[config.mk]
export PLATFORM = sky130hd
export DESIGN_NAME = seg_xlat_unit
export DESIGN_NICKNAME = d
export VERILOG_FILES = /design/src/rtl/seg_pkg.sv /design/src/rtl/seg_desc_loader.sv /design/src/rtl/seg_real_xlat.sv /design/src/rtl/seg_prot_check.sv /design/src/rtl/seg_xlat_unit.sv
export SDC_FILE = /design/constraint.sdc
export NUM_CORES = 1
export LEC_CHECK = 0
export ABC_AREA = 1
export BUFFER_PORTS_ARGS = -buffer_cell sky130_fd_sc_hd__buf_2
export CORE_MARGIN = 4
export CORE_UTILIZATION = 51
export DETAILED_ROUTE_END_ITERATION = 10
export PLACE_DENSITY_LB_ADDON = 0.3
export SLEW_MARGIN = 30
export SYNTH_ARGS = -nofsm -noshare
export SYNTH_HDL_FRONTEND = slang
export SYNTH_SLANG_ARGS = --single-unit
[constraint.sdc]
create_clock -name clk -period 3.8 [get_ports clk]
set_input_delay 0.95 -clock clk [delete_from_list [all_inputs] [get_ports clk]]
set_output_delay 0.95 -clock clk [all_outputs]
set_load 0.02 [all_outputs]
[src/rtl/seg_pkg.sv]
package seg_pkg;
   localparam int unsigned SEG_BASE_W = 32;
   localparam int unsigned SEG_LIM_W  = 20;
   localparam int unsigned SEG_WORD_W = 64;

   typedef struct packed {
      logic [1:0]            spare;
      logic [3:0]            kind;
      logic                  big;
      logic                  app;
      logic [1:0]            dpl;
      logic                  present;
      logic                  gran;
      logic [SEG_LIM_W-1:0]  limit;
      logic [SEG_BASE_W-1:0] base;
   } seg_desc_t;

   typedef enum logic [1:0] {
      LD_IDLE  = 2'd0,
      LD_ISSUE = 2'd1,
      LD_WAIT  = 2'd2
   } ld_state_t;

   function automatic seg_desc_t seg_unpack(input logic [SEG_WORD_W-1:0] w);
      seg_desc_t d;
      d = seg_desc_t'(w);
      return d;
   endfunction
endpackage

[src/rtl/seg_desc_loader.sv]
module seg_desc_loader #(
   parameter int unsigned ADDR_W = 32,
   parameter int unsigned IDX_W  = 13,
   parameter int unsigned WORD_W = 64
) (
   input  logic                clk,
   input  logic                rst_n,
   input  logic                start,
   input  logic [IDX_W:0]      sel_hi,
   input  logic [ADDR_W-1:0]   ldt_base,
   input  logic [ADDR_W-1:0]   gdt_base,
   input  logic                rsp_valid,
   input  logic [WORD_W-1:0]   rsp_word,
   output logic                busy,
   output logic                req_valid,
   output logic [ADDR_W-1:0]   req_addr,
   output seg_pkg::seg_desc_t  desc
);
   import seg_pkg::*;

   localparam int unsigned ENTRY_SH = 3;

   ld_state_t            st_q;
   logic [ADDR_W-1:0]    addr_q;
   seg_desc_t            desc_q;
   logic [ADDR_W-1:0]    tbl_base;
   logic [ADDR_W-1:0]    idx_off;
   logic                 go;

   assign go       = start && (st_q == LD_IDLE);
   assign tbl_base = sel_hi[0] ? gdt_base : ldt_base;
   assign idx_off  = ADDR_W'({sel_hi[IDX_W:1], {ENTRY_SH{1'b0}}});

   always_ff @(posedge clk) begin
      if (!rst_n) begin
         st_q   <= LD_IDLE;
         addr_q <= '0;
         desc_q <= '0;
      end else begin
         unique case (st_q)
            LD_IDLE: begin
               if (go) begin
                  st_q   <= LD_ISSUE;
                  addr_q <= tbl_base + idx_off;
               end
            end
            LD_ISSUE: st_q <= LD_WAIT;
            LD_WAIT: begin
               if (rsp_valid) begin
                  desc_q <= seg_unpack(rsp_word);
                  st_q   <= LD_IDLE;
               end
            end
            default: st_q <= LD_IDLE;
         endcase
      end
   end

   assign busy      = (st_q != LD_IDLE);
   assign req_valid = (st_q == LD_ISSUE);
   assign req_addr  = addr_q;
   assign desc      = desc_q;
endmodule

[src/rtl/seg_real_xlat.sv]
module seg_real_xlat #(
   parameter int unsigned SEG_W  = 16,
   parameter int unsigned SHIFT  = 4,
   parameter int unsigned OFF_W  = 16,
   parameter int unsigned OUT_W  = 32
) (
   input  logic [SEG_W-1:0] seg,
   input  logic [OFF_W-1:0] off,
   output logic [OUT_W-1:0] lin
);
   localparam int unsigned RM_W = SEG_W + SHIFT;

   logic [RM_W-1:0] sum;

   assign sum = {seg, {SHIFT{1'b0}}} + RM_W'(off);
   assign lin = OUT_W'(sum);
endmodule

[src/rtl/seg_prot_check.sv]
module seg_prot_check #(
   parameter int unsigned LIN_W     = 32,
   parameter int unsigned GRAN_SH   = 12,
   parameter int unsigned STACK_CHK = 1
) (
   input  seg_pkg::seg_desc_t desc,
   input  logic [LIN_W-1:0]   off,
   input  logic               stack,
   output logic               flt_np,
   output logic               flt_lim,
   output logic [LIN_W-1:0]   lin
);
   localparam logic [LIN_W-1:0] SMALL_STACK_TOP = LIN_W'(32'h0000_FFFF);

   logic [LIN_W-1:0] eff_lim;
   logic             over_lim;
   logic             over_stk;

   assign eff_lim  = desc.gran ? {desc.limit, {GRAN_SH{1'b1}}} : LIN_W'(desc.limit);
   assign over_lim = (off > eff_lim);

   generate
      if (STACK_CHK != 0) begin : g_stk
         assign over_stk = stack && !desc.big && (off > SMALL_STACK_TOP);
      end else begin : g_nostk
         logic unused_stk;
         assign unused_stk = stack;
         assign over_stk   = 1'b0;
      end
   endgenerate

   assign flt_np  = !desc.present;
   assign flt_lim = desc.present && (over_lim || over_stk);
   assign lin     = (flt_np || flt_lim) ? '0 : desc.base + off;
endmodule

[src/rtl/seg_xlat_unit.sv]
module seg_xlat_unit #(
   parameter int unsigned LIN_W     = 32,
   parameter int unsigned SEL_W     = 16,
   parameter int unsigned RM_SHIFT  = 4,
   parameter int unsigned RM_OFF_W  = 16,
   parameter int unsigned WORD_W    = 64,
   parameter int unsigned STACK_CHK = 1
) (
   input  logic               clk,
   input  logic               rst_n,
   input  logic               mode_prot,
   input  logic               sel_wr_en,
   input  logic [SEL_W-1:0]   sel_wr_val,
   input  logic [LIN_W-1:0]   ldt_base,
   input  logic [LIN_W-1:0]   gdt_base,
   output logic               dreq_valid,
   output logic [LIN_W-1:0]   dreq_addr,
   input  logic               drsp_valid,
   input  logic [WORD_W-1:0]  drsp_data,
   input  logic               xl_valid,
   input  logic [LIN_W-1:0]   xl_offset,
   input  logic               xl_stack,
   output logic               xl_stall,
   output logic               out_valid,
   output logic [LIN_W-1:0]   out_linear,
   output logic               out_flt_limit,
   output logic               out_flt_np,
   output logic [10:0]        seg_attr
);
   import seg_pkg::*;

   localparam int unsigned RM_W    = SEL_W + RM_SHIFT;
   localparam int unsigned IDX_W   = SEL_W - 3;
   localparam int unsigned GRAN_SH = LIN_W - SEG_LIM_W;

   generate
      if (RM_W > LIN_W) begin : g_bad_rm
         $error("real-mode address wider than linear address");
      end
      if (RM_OFF_W > RM_W) begin : g_bad_off
         $error("real-mode offset wider than real-mode address");
      end
      if (LIN_W != SEG_BASE_W) begin : g_bad_lin
         $error("linear width must match descriptor base width");
      end
      if (WORD_W != SEG_WORD_W) begin : g_bad_word
         $error("descriptor word width mismatch");
      end
      if (SEL_W < 4) begin : g_bad_sel
         $error("selector too narrow");
      end
   endgenerate

   logic [SEL_W-1:0] sel_q;
   logic             ld_busy;
   logic             ld_start;
   seg_desc_t        desc;
   logic             accept;
   logic             wr_ok;

   logic [LIN_W-1:0] rm_lin;
   logic [LIN_W-1:0] pm_lin;
   logic             pm_np;
   logic             pm_lim;

   assign wr_ok    = sel_wr_en && !ld_busy;
   assign ld_start = wr_ok && mode_prot;
   assign xl_stall = mode_prot && (ld_busy || sel_wr_en);
   assign accept   = xl_valid && !xl_stall;

   always_ff @(posedge clk) begin
      if (!rst_n) sel_q <= '0;
      else if (wr_ok) sel_q <= sel_wr_val;
   end

   seg_desc_loader #(
      .ADDR_W (LIN_W),
      .IDX_W  (IDX_W),
      .WORD_W (WORD_W)
   ) u_loader (
      .clk       (clk),
      .rst_n     (rst_n),
      .start     (ld_start),
      .sel_hi    (sel_wr_val[SEL_W-1:2]),
      .ldt_base  (ldt_base),
      .gdt_base  (gdt_base),
      .rsp_valid (drsp_valid),
      .rsp_word  (drsp_data),
      .busy      (ld_busy),
      .req_valid (dreq_valid),
      .req_addr  (dreq_addr),
      .desc      (desc)
   );

   seg_real_xlat #(
      .SEG_W (SEL_W),
      .SHIFT (RM_SHIFT),
      .OFF_W (RM_OFF_W),
      .OUT_W (LIN_W)
   ) u_real (
      .seg (sel_q),
      .off (xl_offset[RM_OFF_W-1:0]),
      .lin (rm_lin)
   );

   seg_prot_check #(
      .LIN_W     (LIN_W),
      .GRAN_SH   (GRAN_SH),
      .STACK_CHK (STACK_CHK)
   ) u_check (
      .desc    (desc),
      .off     (xl_offset),
      .stack   (xl_stack),
      .flt_np  (pm_np),
      .flt_lim (pm_lim),
      .lin     (pm_lin)
   );

   always_ff @(posedge clk) begin
      if (!rst_n) begin
         out_valid     <= 1'b0;
         out_linear    <= '0;
         out_flt_limit <= 1'b0;
         out_flt_np    <= 1'b0;
      end else begin
         out_valid <= accept;
         if (accept) begin
            out_linear    <= mode_prot ? pm_lin : rm_lin;
            out_flt_limit <= mode_prot && pm_lim;
            out_flt_np    <= mode_prot && pm_np;
         end
      end
   end

   assign seg_attr = {desc.spare, desc.kind, desc.app, desc.dpl, sel_q[1:0]};
endmodule

After elaboration in Yosys (flattened, before gate mapping)
Index checks and enable logic that the tools add are counted.
- multiply operators: 0
- bitwise operators: 0
- equality and inequality tests: 4
- reduce and logical (&&, ||, !) cells: 22
- add/sub/neg operators: 3
- divide/modulo/power cells: 0
- shift operators: 0
- $lt $le $gt $ge: 2
- mux-type cells: 7
- operators with widths (operator ; number):
    32-bit 2-to-1 mux ; 4
    32-bit by 16-bit adder with 32-bit output ; 1
    32-bit adder ; 1
    32-bit by 16-bit greater-than comparator with 1-bit output (second input constant) ; 1
    32-bit greater-than comparator ; 1
    20-bit by 16-bit adder with 20-bit output ; 1
    1-bit logical AND ; 10
    2-bit case mux with 3 select lines ; 1
    2-bit AND reduction ; 3
    1-bit logical NOT ; 4
    2-bit 2-to-1 mux ; 2
    1-bit logical OR ; 3
    2-bit by 1-bit == test with 1-bit output (second input constant) ; 1
    2-bit == test (second input constant) ; 1
    2-bit logical NOT ; 1
    2-bit by 1-bit inequality test with 1-bit output (second input constant) ; 1
    2-bit inequality test (second input constant) ; 1
    2-bit nonzero test ; 1
- logic and storage cells: 54
- output and inout bits: 80
- memories: 0
- bits of input ports: 183
- ROM bits: 0
- bits in latches: 0
- memory bits (writable): 0
- bits in registers: 149

Longest topological paths before layout
Gate-level depths: netlist of the first run.
- word-level depth: 8
- mapped depth: 22
- gate-level depth less buffers: 19

Hierarchy
A second synthesis of the first run with hierarchy kept.
- cells, all modules: 1983
- area, all modules: 11913.9 um^2
- by module, submodules not included (module ; instances ; cells an instance ; area each (um^2) ; seq. area each (um^2)):
    seg_desc_loader ; 1 ; 824 ; 5297.6 ; 1961.9
    seg_prot_check ; 1 ; 579 ; 3229.3 ; 0.0
    seg_xlat_unit ; 1 ; 399 ; 2431.1 ; 1021.0
    seg_real_xlat ; 1 ; 181 ; 955.9 ; 0.0

Worst setup path before layout of the first run
Ideal clock, no wire load.
- kind: input-to-reg
- from: input sel_wr_val[2]
- to: register u_loader.addr_q[19] (netlist: u_loader.req_addr[19])
- required time: 3.686 ns
- cell stages on the path: 16
- slack: 0.373 ns
- arrival: 3.313 ns
- cells stage by stage: buf_6 buf_12 buf_6 buf_2 mux2_2 ha_1 a21oi_1 o21ai_1 a21oi_1 nand2_2 a21oi_1 nor2_1 nand2_1 nand2_1 o21bai_1 inv_1
- cells in the longest elaborated chain, start to end: 2
- RTL lines (item ; line ; source):
    from (decl) ; seg_xlat_unit.sv:13 ; input logic [SEL_W-1:0] sel_wr_val,
    32-bit 2-to-1 mux ; seg_desc_loader.sv:31 ; assign tbl_base = sel_hi[0] ? gdt_base : ldt_base;
    32-bit by 16-bit adder with 32-bit output ; seg_desc_loader.sv:44 ; addr_q <= tbl_base + idx_off;
    to (signal assigned) ; seg_desc_loader.sv:44 ;
    to (decl) ; seg_desc_loader.sv:24 ; logic [ADDR_W-1:0] addr_q;
Every way passes these cells.
A chain may end at the register's enable or synchronous reset.

Final worst setup path of the first run
- from: input sel_wr_val[2]
- to: register u_loader.addr_q[23] (netlist: u_loader.req_addr[23])
The elaborated chain is that of the path after synthesis.

==> results of run 1 <==
-- logic make-up (layout without fill, tap and decap cells) --
group	count (synthesis)	count (layout)
flip-flops	149	149
buffers and inverters	309	545
multiplexers	17	17
XOR/XNOR	31	31
AO/OA/AOI/OAI	398	398
adder cells (fa/ha/maj)	91	91
AND/OR/NAND/NOR	677	677
-- critical path, cell delays in order --
cell and delay [ns]:
buf_2 0.32, buf_4 0.21, mux2_2 0.33, ha_1 0.38, nand2_1 0.10, nor2_1 0.14, nand3_1 0.11, nand2_2 0.15
a21oi_1 0.12, nor2_1 0.35, nand2_1 0.14, nand2_1 0.09, nand2_1 0.05, nor2_1 0.11, nor2_1 0.04
-- placed cells by master, fill, tap and decap left out, types with 10 or more instances in the layout --
master	n
nand2_1	367
buf_2	261
inv_1	236
a21oi_1	179
o21ai_0	160
nor2_1	154
dfxtp_1	149
ha_1	88
nand3_1	84
nand4_1	19
xnor2_1	17
clkbuf_16	17
xor2_1	14
o21bai_1	13
mux2_2	12
o21a_1	10
buf_4	10
-- through the flow --
step / std cells / worst slack, ns / utilization / power (mW) / hold WS (ns)
6_report: 2183 / 0.5500 / 0.6133 / 4.603 / 0.4472
5_1_grt: 2183 / 0.3410 / 0.6133 / 4.815 / 0.4705
4_1_cts: 2183 / 0.6038 / 0.6133 / 4.603 / 0.4504
3_5_place_dp: 2151 / 0.1426 / 0.5832 / 2.750 / 0.4377
3_3_place_gp: 2151 / 0.2359 / 0.5832 / 2.736 / 0.4292
2_1_floorplan: 1672 / 0.3732 / - / 2.398 / 0.4234
-- final timing paths --
check	endpoint	cells after the start	slack, ns
worst max-delay path	u_loader.req_addr[23]	15	0.55
worst min-delay path	u_loader.desc[62]	2	0.45
worst min register to register	u_loader.desc[62]	2	0.45
worst max register to register	out_linear[15]	14	0.98
-- flip-flops by register name (all words and copies together), names as in the netlist --
register           cells
u_loader.desc         64
out_flt_np             1
out_linear            32
sel_q                 16
out_valid              1
u_loader.req_addr     32
out_flt_limit          1
u_loader.st_q          2
-- power groups by stage --
stage                     registers [mW]  logic [mW]  clock network [mW]
after detailed placement            1.72        1.03                   0
after global placement              1.72        1.01                   0
after CTS                           1.69        1.03                1.88
after floorplan                     1.76       0.636                   0
final                               1.69        1.04                1.87
after global routing                1.70        1.17                1.95
-- cell type report --
class | count | area (sq um) | area share
clock buffers | 18 | 429.2 | 0.03329
clock inverters | 14 | 203.9 | 0.01582
inverters | 241 | 904.6 | 0.07017
multi-input cells | 1214 | 6626 | 0.5140
flip-flops and latches | 149 | 2983 | 0.2314
well taps | 275 | 344.1 | 0.02669
repair buffers | 272 | 1401 | 0.1087
-- metal layers --
layer | GRT usage | up-vias | routed length, um
li1 | - | 5898 | -
met5 | 0 | - | 0
met2 | 0.4617 | 427 | 15880
met4 | 0.1047 | 0 | 1056
met3 | 0.05460 | 77 | 2472
met1 | 0.3933 | 5293 | 15980
==> impl_metrics.yaml, run 1 <==
floorplanning:
  ios: 263
  die_w_um: 154.0
  die-area_sq_mm: 0.02370
  rows: 53
  core-area_sq_mm: 0.02102
  initial_utilization: 0.5169
  die_y_um: 154.0
final_layout:
  finalInstanceArea_sq_mm: 0.01289
  final_nets: 2169
  fillers: 2072
  drive_gt1_frac: 0.1871
  syn2layout_area_growth_pct: 18.66
  antenna_cells: 0
logic_synthesis:
  synth_nets: 1946
  syn_area_sq_mm: 0.01087
  ys_seq_area_frac: 0.2745
  async_reset_ff_frac: 0
  synth_common_cells: "nand2_1 (367), inv_1 (236), a21oi_1 (179)"
  synthMuxAreaShare: 0.01739
  synth.distinct_cells: 51
  yosysWarnings: 0
  yosysTopAreaCellShare: 0.2745
  synth_compound_area_frac: 0.1966
  synth_edf_count: 0
  syn_inst: 1672
  synthSimpleGateAreaFrac: 0.2624
  avgSynthCellArea_sq_um: 6.498
  synth-seq-cells: 149
  synthFlopType: "dfxtp_1"
  synth_top_family_by_area: "simple AND/OR/NAND/NOR gates"
  yosysTopAreaCell: "dfxtp_1"
  synth_xor_area_frac: 0.02499
  synth.area.top_cells: "dfxtp_1 (27%), nand2_1 (13%), ha_1 (10%)"
  synth_fa_ha_area_frac: 0.1069
  yosys.cell_count.top_type: "nand2_1"
power_and_ir_drop:
  share_comb_of_total_power: 0.226
  power.internal_mw: 3.087
  peakVddDrop_mv: 0.2943
  p_leak_nw: 6.517
  p_switching_mw: 1.516
  power_frac_clock: 0.406
  switching_share: 0.3293
  power_density_mw_per_mm2: 357.0
  seqPwrFrac: 0.368
sta:
  tns_ns: 0
  finalCriticalPeriod_ns: 3.250
  rsz0062_at_grt: "false"
  relSlewSlack: 0.4510
  clock_skew_ns: 0.01299
  hold_viol: 0
  period_share: 0.8553
  setup_viol: 0
  final-max-slew-violation-count: 0
  worst_slew_pin_slew_ns: 0.8226
  fmax_mhz: 307.7
cts:
  clock_sinks: 149
  cts_tree: "built"
  post_cts_buffers: 0
  cts_buffers: 17
  clock_latency_ns: 0.45
  clockRootBuffer: "clkbuf_16"
  cts.clk_slew.worst_paths_ns: 0.07
  ctsHtreeMaxLevel: 4
  cts_buffer_depth: 2
  cts_hold_buffers: 0
  cts.repair.resized: 0
critical_path:
  path_class: "primary input to register"
  cp_max_fo: 15
  arrival_ns: 3.58
  timing.rr.start: "u_loader.desc[52]"
  worst_setup_path_start_kind: "primary input"
  cp.required_ns: 4.13
  cp-end-kind: "register"
  cp-startpoint: "sel_wr_val[2]"
detailed_routing:
  wl_per_cell_um: 16.21
  wl_mm: 35.39
  dr.pass1.iters: 8
  viasPerCell: 5.357
  ant_nets: 0
  num_vias: 11700
  initialDrtViolationCount: 833
  drc_errors: 0
run:
  maxCapViolCount: 0
min_path:
  min_path_type: "register to register"
  hp-start: "u_loader.desc[62]"
global_routing:
  grt.overflow.total: 0
  track_usage: 0.2902
  antenna_found_initial: 0
  grt_pass1_wl_mm: 55.90
  grt_max_degree: 87
  grt_pass1_vias: 11050
place:
  dp_hpwl_mm: 28.39
  finalWeightedCongestion: 1.052
  post_dp_cell_area_sq_mm: 0.01226
  port_buffers: 262
status:
  status: "completed"
Note: power is estimated with default switching activity, not from simulation.
==> run 2: changes to the inputs <==
Settings changed: SYNTH_HIERARCHICAL from default to 1.
==> impl_metrics.yaml, run 2 <==
sta:
  hold_viol: 0
  period_share: 0.7690
  relSlewSlack: 0.5212
  tns_ns: 0
  setup_viol: 0
  clock_skew_ns: 0.01545
  worst_slew_pin_slew_ns: 0.7182
  finalCriticalPeriod_ns: 2.922
  rsz0062_at_grt: "false"
  final-max-slew-violation-count: 0
  fmax_mhz: 342.2
  setup_ws_ns: 0.8776
detailed_routing:
  ant_nets: 0
  wl_mm: 37.82
  viasPerCell: 5.055
  wl_per_cell_um: 14.94
  dr.pass1.iters: 7
  num_vias: 12800
  initialDrtViolationCount: 901
  drc_errors: 0
critical_path:
  cp.required_ns: 4.14
  r2r_end: "out_linear[11]"
  cp-startpoint: "sel_wr_val[2]"
  arrival_ns: 3.27
  cp-end-kind: "register"
  reg2reg_slack_ns: 0.94
  path_class: "primary input to register"
  reg2reg_depth: 19
  cp_max_fo: 33
  worstSetupEndpoint: "u_loader/req_addr[23]"
  worst_setup_path_start_kind: "primary input"
  timing.rr.start: "u_loader/desc[52]"
logic_synthesis:
  synth.distinct_cells: 47
  syn_inst: 1983
  yosysTopAreaCell: "dfxtp_1"
  synth.area.top_cells: "dfxtp_1 (25%), nand2_1 (19%), ha_1 (9.2%)"
  synth_common_cells: "nand2_1 (614), nor2_1 (288), inv_1 (251)"
  synthFlopType: "dfxtp_1"
  async_reset_ff_frac: 0
  yosysWarnings: 6
  synth-seq-cells: 149
  yosys.cell_count.top_type: "nand2_1"
  syn_area_sq_mm: 0.01191
  ys_seq_area_frac: 0.2504
  synth_edf_count: 0
  yosysTopAreaCellShare: 0.2504
  avgSynthCellArea_sq_um: 6.008
cts:
  cts.repair.resized: 0
  cts_hold_buffers: 0
  cts_buffer_depth: 2
  clockRootBuffer: "clkbuf_16"
  cts.clk_slew.worst_paths_ns: 0.07
  clock_sinks: 149
  clock_latency_ns: 0.44
  post_cts_buffers: 0
  cts_buffers: 17
  ctsHtreeMaxLevel: 4
  cts_tree: "built"
final_layout:
  final_common_cell: "nand2_1"
  drive_gt1_frac: 0.1713
  stdcell_count: 2532
  final_nets: 2479
  syn2layout_area_growth_pct: 17.00
  largest_register_ffs: 64
  layout_common_cells: "nand2_1 (614), nor2_1 (288), buf_2 (261)"
  finalInstanceArea_sq_mm: 0.01394
place:
  dp_hpwl_mm: 30.50
  port_buffers: 262
  post-place-cells: 2499
  post_dp_cell_area_sq_mm: 0.01331
  finalWeightedCongestion: 0.9670
  post-place-ws_ns: 0.4309
power_and_ir_drop:
  peakVddDrop_mv: 0.2804
  power_density_mw_per_mm2: 338.1
  p_leak_nw: 7.480
floorplanning:
  core-area_sq_mm: 0.02278
  die_y_um: 160.8
  die_w_um: 160.8
  ios: 263
  die-area_sq_mm: 0.02587
  initial_utilization: 0.5230
  rows: 55
global_routing:
  grt_max_degree: 83
  grt_pass1_wl_mm: 59.56
  grt.overflow.total: 0
  grt_pass1_vias: 11840
  track_usage: 0.2844
  antenna_found_initial: 2
run:
  maxCapViolCount: 0
status:
  status: "completed"
min_path:
  min_path_type: "register to register"
-- run 2: kinds of logic (layout without fill, tap and decap cells) --
kind of cell	Yosys count	in the layout	synth area share
mux	8	8	0.006722
xor+xnor	36	36	0.02646
buf+inv	345	569	0.1219
compound gates	274	274	0.1206
flops	149	149	0.2504
fa+ha+maj	91	91	0.09746
other cells	1	13	0.0003148
simple gates	1079	1079	0.3762
-- run 2: how the worst min path moves through the flow --
stage	from	to	slack (ns)	cells past startpoint
final	u_loader/desc[62]	u_loader/desc[62]	0.45	2
after detailed placement	u_loader/desc[62]	u_loader/desc[62]	0.44	2
after CTS	u_loader/desc[62]	u_loader/desc[62]	0.45	2
after floorplan	u_loader/desc[57]	u_loader/desc[57]	0.42	2
after global routing	u_loader/desc[62]	u_loader/desc[62]	0.46	2
after global placement	u_loader/desc[62]	u_loader/desc[62]	0.43	2
-- run 2: metal layers --
layer | wire length, um | share of wire | global-route usage | up-vias
met1 | 16870 | 0.45 | 0.3720 | 5614
met2 | 16630 | 0.44 | 0.4612 | 462
met4 | 1330 | 0.035 | 0.1090 | 2
met5 | 12 | 0.00032 | 0 | -
met3 | 2974 | 0.079 | 0.06030 | 97
li1 | - | - | - | 6624
-- run 2: critical path, stage by stage --
cell and delay (ns):
buf_2 0.20, clkinv_4 0.25, nand2_1 0.14, nand2_1 0.07, ha_1 0.23, fa_1 0.44
nand3_1 0.11, nand3_1 0.16, nand3_1 0.12, nand3_1 0.14, nand2_1 0.12, nand2_1 0.05
o21ai_0 0.07, nand3_1 0.09, nand2_1 0.08, inv_1 0.03
-- run 2: area by class of cell --
class                   instances  area (sq um)
fillers                      2257          8838
multi-input cells            1500          7532
flip-flops and latches        149          2983
repair buffers                276          1419
inverters                     261         984.7
clock buffers                  17         425.4
well taps                     313         391.6
clock inverters                15         201.4
diodes                          1         2.502
-- run 2: where the power goes --
group	internal, mW	total, mW	leakage [nW]	switching (mW)
clock network	0.906	1.78	0.302	0.876
registers	1.65	1.71	1.22	0.0590
logic	0.429	1.22	5.96	0.792
-- run 2: metrics by stage --
step | hold WS, ns | power [mW] | util
5_1_grt | 0.4645 | 4.971 | 0.6120
6_report | 0.4484 | 4.713 | 0.6120
4_1_cts | 0.4487 | 4.726 | 0.6119
3_3_place_gp | 0.4302 | 2.930 | 0.5843
2_1_floorplan | 0.4184 | 2.563 | -
3_5_place_dp | 0.4379 | 2.944 | 0.5843
